File: config.mk
export PLATFORM = sky130hd
export DESIGN_NAME = pll_lock_monitor
export DESIGN_NICKNAME = d
export VERILOG_FILES = /design/src/rtl/lockdet_pkg.sv /design/src/rtl/lockdet_width_meter.sv /design/src/rtl/lockdet_run_ctrl.sv /design/src/rtl/pll_lock_monitor.sv
export SDC_FILE = /design/constraint.sdc
export NUM_CORES = 1
export LEC_CHECK = 0
export ABC_AREA = 1
export BUFFER_PORTS_ARGS = -buffer_cell sky130_fd_sc_hd__buf_2
export CAP_MARGIN = 20
export CORE_AREA = 5 5 42 44
export CTS_CLUSTER_SIZE = 20
export DETAILED_ROUTE_END_ITERATION = 7
export DIE_AREA = 0 0 47 49
export PLACE_DENSITY_LB_ADDON = 0.1
export SLEW_MARGIN = 20
export SYNTH_ARGS = -nofsm -noshare
export SYNTH_HDL_FRONTEND = slang
export SYNTH_SLANG_ARGS = --single-unit
File: constraint.sdc
create_clock -name clk -period 2.3 [get_ports clk]
set_input_delay 0.345 -clock clk [delete_from_list [all_inputs] [get_ports clk]]
set_output_delay 0.345 -clock clk [all_outputs]
set_load 0.1 [all_outputs]
File: src/rtl/lockdet_pkg.sv
package lockdet_pkg;

  function automatic logic width_is_good(input int unsigned width, input int unsigned limit);
    return width < limit;
  endfunction

  function automatic logic width_is_bad(input int unsigned width, input int unsigned limit);
    return width > limit;
  endfunction

  function automatic int unsigned runs_needed(input logic precise, input int unsigned short_run,
                                              input int unsigned long_run);
    return precise ? long_run : short_run;
  endfunction

endpackage

File: src/rtl/lockdet_width_meter.sv
module lockdet_width_meter #(
  parameter int unsigned CW      = 6,
  parameter int unsigned SAT_VAL = 31
) (
  input  logic          clk,
  input  logic          rst_n,
  input  logic          ref_tick,
  input  logic          pump_up,
  input  logic          pump_dn,
  output logic [CW-1:0] width_o,
  output logic          window_ok_o
);
  localparam logic [CW-1:0] SAT = CW'(SAT_VAL);

  logic          err_now;
  logic [CW-1:0] cnt_q;
  logic          open_q;

  assign err_now = pump_up | pump_dn;

  always_ff @(posedge clk) begin
    if (!rst_n) begin
      cnt_q  <= '0;
      open_q <= 1'b0;
    end else if (ref_tick) begin
      cnt_q  <= err_now ? CW'(1) : '0;
      open_q <= 1'b1;
    end else if (err_now && cnt_q != SAT) begin
      cnt_q <= cnt_q + 1'b1;
    end
  end

  assign width_o     = cnt_q;
  assign window_ok_o = open_q;
endmodule

File: src/rtl/lockdet_run_ctrl.sv
module lockdet_run_ctrl
  import lockdet_pkg::*;
#(
  parameter int unsigned SHORT_RUN = 3,
  parameter int unsigned LONG_RUN  = 5,
  parameter int unsigned RW        = 3
) (
  input  logic          clk,
  input  logic          rst_n,
  input  logic          eval_tick,
  input  logic          good_cycle,
  input  logic          bad_cycle,
  input  logic          force_unlock,
  input  logic          precise_sel,
  output logic          locked_o,
  output logic [RW-1:0] run_o,
  output logic          enter_lock_o,
  output logic          drop_lock_o
);
  localparam logic [RW-1:0] RUN_CAP = RW'(LONG_RUN);

  logic          locked_q;
  logic [RW-1:0] run_q;
  logic [RW-1:0] run_inc;
  logic [RW-1:0] need;

  assign need    = RW'(runs_needed(precise_sel, SHORT_RUN, LONG_RUN));
  assign run_inc = (run_q >= RUN_CAP) ? run_q : run_q + 1'b1;

  assign enter_lock_o = eval_tick && !force_unlock && !locked_q && good_cycle && (run_inc >= need);
  assign drop_lock_o  = eval_tick && !force_unlock && locked_q && bad_cycle;

  always_ff @(posedge clk) begin
    if (!rst_n) begin
      locked_q <= 1'b0;
      run_q    <= '0;
    end else if (force_unlock) begin
      locked_q <= 1'b0;
      run_q    <= '0;
    end else if (eval_tick && !locked_q) begin
      if (good_cycle) begin
        run_q <= run_inc;
        if (enter_lock_o) locked_q <= 1'b1;
      end else begin
        run_q <= '0;
      end
    end else if (drop_lock_o) begin
      locked_q <= 1'b0;
      run_q    <= '0;
    end
  end

  assign locked_o = locked_q;
  assign run_o    = run_q;
endmodule

File: src/rtl/pll_lock_monitor.sv
module pll_lock_monitor
  import lockdet_pkg::*;
#(
  parameter int unsigned GOOD_LIMIT = 15,
  parameter int unsigned BAD_LIMIT  = 30,
  parameter int unsigned SHORT_RUN  = 3,
  parameter int unsigned LONG_RUN   = 5
) (
  input  logic clk,
  input  logic rst_n,
  input  logic ref_tick,
  input  logic pump_up,
  input  logic pump_dn,
  input  logic precise_sel,
  input  logic cp_hiz,
  input  logic cp_off,
  input  logic raw_mode,
  output logic lock_out
);
  localparam int unsigned CW = $clog2(BAD_LIMIT + 2);
  localparam int unsigned RW = $clog2(LONG_RUN + 1);

  logic [CW-1:0] width;
  logic          window_ok;
  logic          eval_tick;
  logic          good_cycle;
  logic          bad_cycle;
  logic          force_unlock;
  logic          locked_q;
  logic [RW-1:0] run_q;
  logic          enter_lock;
  logic          drop_lock;

  lockdet_width_meter #(.CW(CW), .SAT_VAL(BAD_LIMIT + 1)) u_meter (
    .clk(clk), .rst_n(rst_n), .ref_tick(ref_tick),
    .pump_up(pump_up), .pump_dn(pump_dn),
    .width_o(width), .window_ok_o(window_ok)
  );

  assign eval_tick    = ref_tick && window_ok;
  assign good_cycle   = width_is_good(32'(width), GOOD_LIMIT);
  assign bad_cycle    = width_is_bad(32'(width), BAD_LIMIT);
  assign force_unlock = cp_hiz || cp_off;

  lockdet_run_ctrl #(.SHORT_RUN(SHORT_RUN), .LONG_RUN(LONG_RUN), .RW(RW)) u_run (
    .clk(clk), .rst_n(rst_n), .eval_tick(eval_tick),
    .good_cycle(good_cycle), .bad_cycle(bad_cycle),
    .force_unlock(force_unlock), .precise_sel(precise_sel),
    .locked_o(locked_q), .run_o(run_q),
    .enter_lock_o(enter_lock), .drop_lock_o(drop_lock)
  );

  assign lock_out = raw_mode ? ~(pump_up | pump_dn) : locked_q;
endmodule

* Word level (Yosys, flattened, before mapping) *
Index checks and enable logic that the tools add are counted.

word-level totals
  register bits = 10
  latch bits = 0
  memory bits (writable) = 0
  bits in read-only memories = 0
  bits of input ports = 9
  output and inout port bits = 1
  word-level logic and storage cells = 45
  memories = 0

cells by class
  add/sub/neg operators = 2
  multipliers = 0
  divide/modulo/power cells = 0
  order comparisons = 4
  equal/unequal tests = 3
  shift operators = 0
  mux-type cells = 13
  bitwise gates (word level) = 3
  reductions and logical operators = 16

operator list
  kind                                                        number
  two-way mux 3 bit                                           5
  two-way mux 5 bit                                           2
  logical AND 1 bit                                           9
  two-way mux 1 bit                                           6
  adder 5 x 1 -> 5 bit, second input constant                 1
  greater-than comparator 5 bit, second input constant        1
  less-than comparator 5 x 4 -> 1 bit, second input constant  1
  != test 5 bit, second input constant                        1
  nonzero test 2 bit                                          2
  adder 3 x 1 -> 3 bit, second input constant                 1
  greater-or-equal comparator 3 bit                           1
  greater-or-equal comparator 3 bit, second input constant    1
  AND reduction 3 bit                                         1
  zero test 1 bit                                             2
  != test 2 x 1 -> 1 bit, second input constant               1
  != test 2 bit, second input constant                        1
  NOT 1 bit                                                   2
  OR reduction 2 bit                                          1
  logical OR 1 bit                                            1
  bitwise OR 1 bit                                            1

* Depth between registers and ports, before layout *
  depth after elaboration = 9
  depth in mapped cells = 14
  mapped depth without buffers = 14

* By module *
Synthesis repeated with hierarchy kept, for this count alone.

second synthesis, totals
  cells, all modules = 102
  area total of the unflattened synthesis = 705.7 µm²

by module, submodules not included
  module               instances  cells an instance  area an instance (µm²)  sequential area each (µm²)
  lockdet_run_ctrl     1          47                 335.3                   80.1
  lockdet_width_meter  1          42                 311.5                   120.1
  pll_lock_monitor     1          13                 58.8                    0.0

* Worst setup path before layout *
No wires, ideal clock.

  path kind = reg2out
  start point = register u_run.locked_q (netlist: u_run.locked_o)
  end point = output lock_out
  data arrival time = 2.496 ns
  data required time = 1.955 ns
  setup slack = -0.541 ns
  cell stages (with the launch flop) = 3
  buffers on the path = 0
  cell sequence = dfxtp_1 > inv_2 > o21ai_0

on the way
  word-level cells in the longest chain between the ends = 1

ends and longest elaborated chain
  element                 line                    text
  start, declared         lockdet_run_ctrl.sv:22  logic locked_q;
  start signal, assigned  lockdet_run_ctrl.sv:35  locked_q <= 1'b0;
  start signal, assigned  lockdet_run_ctrl.sv:38  locked_q <= 1'b0;
  start signal, assigned  lockdet_run_ctrl.sv:43  if (enter_lock_o) locked_q <= 1'b1;
  two-way mux 1 bit       pll_lock_monitor.sv:53  assign lock_out = raw_mode ? ~(pump_up | pump_dn) : locked_q;
  end, declared           pll_lock_monitor.sv:18  output logic lock_out

No other way between the ends.

* Worst setup path in the final report *
  start point = register u_run.run_q[1] (netlist: u_run.run_o[1])
  end point = register u_run.locked_q (netlist: u_run.locked_o)

on the way
  word-level cells in the longest chain between the ends = 6
  elaborated cells between the ends (all ways) = 7
  classes of those cells = add/sub (1); order compare (2); eq/ne (1); mux (1); reduce/logical (2)

ends and longest elaborated chain
  element                                                                    line                    text
  start, declared                                                            lockdet_run_ctrl.sv:23  logic [RW-1:0] run_q;
  start signal, assigned                                                     lockdet_run_ctrl.sv:42  run_q <= run_inc;
  adder 3 x 1 -> 3 bit or greater-or-equal comparator 3 bit (tied branches)  lockdet_run_ctrl.sv:28  assign run_inc = (run_q >= RUN_CAP) ? run_q : run_q + 1'b1;
  two-way mux 3 bit (*)                                                      lockdet_run_ctrl.sv:28
  greater-or-equal comparator 3 bit (*)                                      lockdet_run_ctrl.sv:30  assign enter_lock_o = eval_tick && !force_unlock && !locked_q && good_cycle && (run_inc >= need);
  logical AND 1 bit (*)                                                      lockdet_run_ctrl.sv:30
  != test 2 bit (no line) (*)                                                -
  AND reduction 3 bit (no line) (*)                                          -

Mark *: on every way between the ends. The rest lies on a longest branch, timed or not.
A chain may end at the register's enable or synchronous reset.

==> impl_metrics.ini <==
[critical_path]
cp_common_cell = nand2_1
worstPathMaxFanout = 5
cp_top_family = adder cells
start_kind = register
cp.required_ps = 2500
worstSetupEndpointType = register
crit_path_max_incr_delay_ps = 400
path_class = reg -> reg
worst-path-buf-inv = 3
critPathSlowestCell = dfxtp_1
crit_arrival_ps = 1910
path_cells = inv_1, ha_1, clkinv_1, nand2_2, nand2_2, nand2_1, o21a_2, ha_1, nand2_1, inv_1, nand3_1, nand2_1, nand2_1, a21oi_1

[timing]
setup_viol = 0
slew_headroom = 0.679
rsz0062_at_grt = no
skew_ps = 1.64
fin_ws_ps = 592
hold_violations = 0
max_freq_mhz = 585
report.final.slew_viol_count = 0
tightestPinTransition_ps = 485
min_period_over_period = 0.743
fin_crit_ps = 1710
setup_tns_ps = 0

[floorplanning]
initial_core_util = 0.484
core.rowCount = 14
die_width_um = 47
ios = 10
die_area_um2 = 2300
die_h_um = 49
coreArea_um2 = 1400

[logic_synthesis]
synthFlopType = dfxtp_1
syn-num-nets = 113
yosysWarnings = 0
synth_cells = 97
synth_top_area_frac = 0.295
synth-edff-count = 0
yosys-top-cells-area = dfxtp_1, ha_1, nand2_1
ys_ff_latch = 10
yosysTopAreaCell = dfxtp_1
syn_area_per_cell_um2 = 6.99
async_reset_ff_frac = 0
synth_seq_area_share = 0.295
synth_cell_types = 24
synth_area_um2 = 678

[global_routing]
antenna_found_initial = 0
overflow = 0
grt_use_total = 0.122
grt_pass1_vias = 547
grt_pass1_wl_mm = 2.08
grt_max_degree = 7

[placed_design]
dpl_worst_slack_ps = 584
gp_congestion = 0.797
io_buffers = 9
hpwlAfterDp_mm = 1.01

[detailed_routing]
routedWlPerCell_um = 9.56
vias_per_cell = 4.75
drcViolationCount = 0
vias = 599
drtIter0Drc = 5
firstDrtPassIters = 3
routed_wl_mm = 1.21
ant_nets = 0

[flow_run]
max-cap-violations = 0

[hold_path]
hold_path_class = in -> reg

[outcome]
outcome = completed

[clocking]
post_cts_resized = 0
clock-sinks = 10
numCtsBuffers = 3
cts-root-buf = clkbuf_4
path_clk_slew_ps = 70
postCtsSetupRepairBufs = 0
clk_latency_ps = 270
cts.path.max_buffers = 2
cts_hold_buffers = 0
cts_tree = yes
cts_max_level = 1

[final_layout]
layout_commonest_cell = nand2_1
n_antenna_cell = 0
final_nets = 127
area_growth_syn_to_layout_pct = 14.9
final_cell_mix = nand2_1, nor2_1, dfxtp_1
finish.utilization = 0.556
layout-drive-gt1-share = 0.264

[pwr]
p_per_area_nw_per_um2 = 504
ir_worst_vdd_uv = 276
p_leak_nw = 0.368
[power by group]
part	internal (W)	total [W]	leakage, nW	switching [W]
registers	0.000178	0.000182	0.0814	0.00000453
logic	0.0000181	0.0000483	0.266	0.0000302
clock network	0.0000962	0.000162	0.0210	0.0000663
[stage by stage]
stage | cell area [um^2] | total power (W) | cells | hold slack, ps
6_report | 779 | 0.000393 | 126 | 344
5_1_grt | 779 | 0.000418 | 126 | 349
4_1_cts | 779 | 0.000399 | 126 | 334
3_5_place_dp | 743 | 0.000235 | 122 | 485
3_3_place_gp | 743 | 0.000235 | 122 | 473
2_1_floorplan | 678 | 0.000220 | 97 | 457
[layer usage]
layer	vias to the layer above	routed length (um)	global-route usage
met5	-	0	0
met4	0	38	0.0691
met1	256	544	0.141
li1	334	-	-
met3	5	20	0.0332
met2	4	601	0.192
[sequential cells by signal (all words and copies together) (netlist names)]
register,flops
u_run.locked_o,1
u_meter.width_o,5
u_meter.window_ok_o,1
u_run.run_o,3
[cell type report]
type,count,area (um^2)
fill,149,622
multi-input combinational,72,420
sequential,10,200
inverter,15,57.6
timing repair buffer,9,45.0
clock buffer,4,36.3
tap,16,20.0
[path summary, 6_finish.rpt]
path,from,end,slack [ps],cells past startpoint
max,u_run.run_o[1],u_run.locked_o,590,14
min,ref_tick,u_meter.window_ok_o,340,3
max reg2reg,u_run.run_o[1],u_run.locked_o,590,14
min reg2reg,u_run.locked_o,u_run.locked_o,500,2
[Yosys cell counts (2+ instances only)]
library cell	count
a21oi_1	7
dfxtp_1	10
ha_1	7
inv_1	9
inv_2	4
nand2_1	18
nand2_2	5
nand3_1	7
nor2_1	12
nor2_4	2
o21ai_0	3
[cell families (layout without fill, tap and decap cells)]
| group | after synthesis | after routing | share of synthesized area |
|---|---|---|---|
| simple gates | 49 | 49 | 0.349 |
| compound gates | 15 | 15 | 0.129 |
| xor+xnor | 1 | 1 | 0.0129 |
| buf+inv | 15 | 28 | 0.0848 |
| flops | 10 | 10 | 0.295 |
| fa+ha+maj | 7 | 7 | 0.129 |
[tightest hold or removal path: cells and delay by family]
family / cells / cell delay [ps]
buf+inv: 1 / 120
simple gates: 2 / 110
Note: power is estimated with default switching activity, not from simulation.
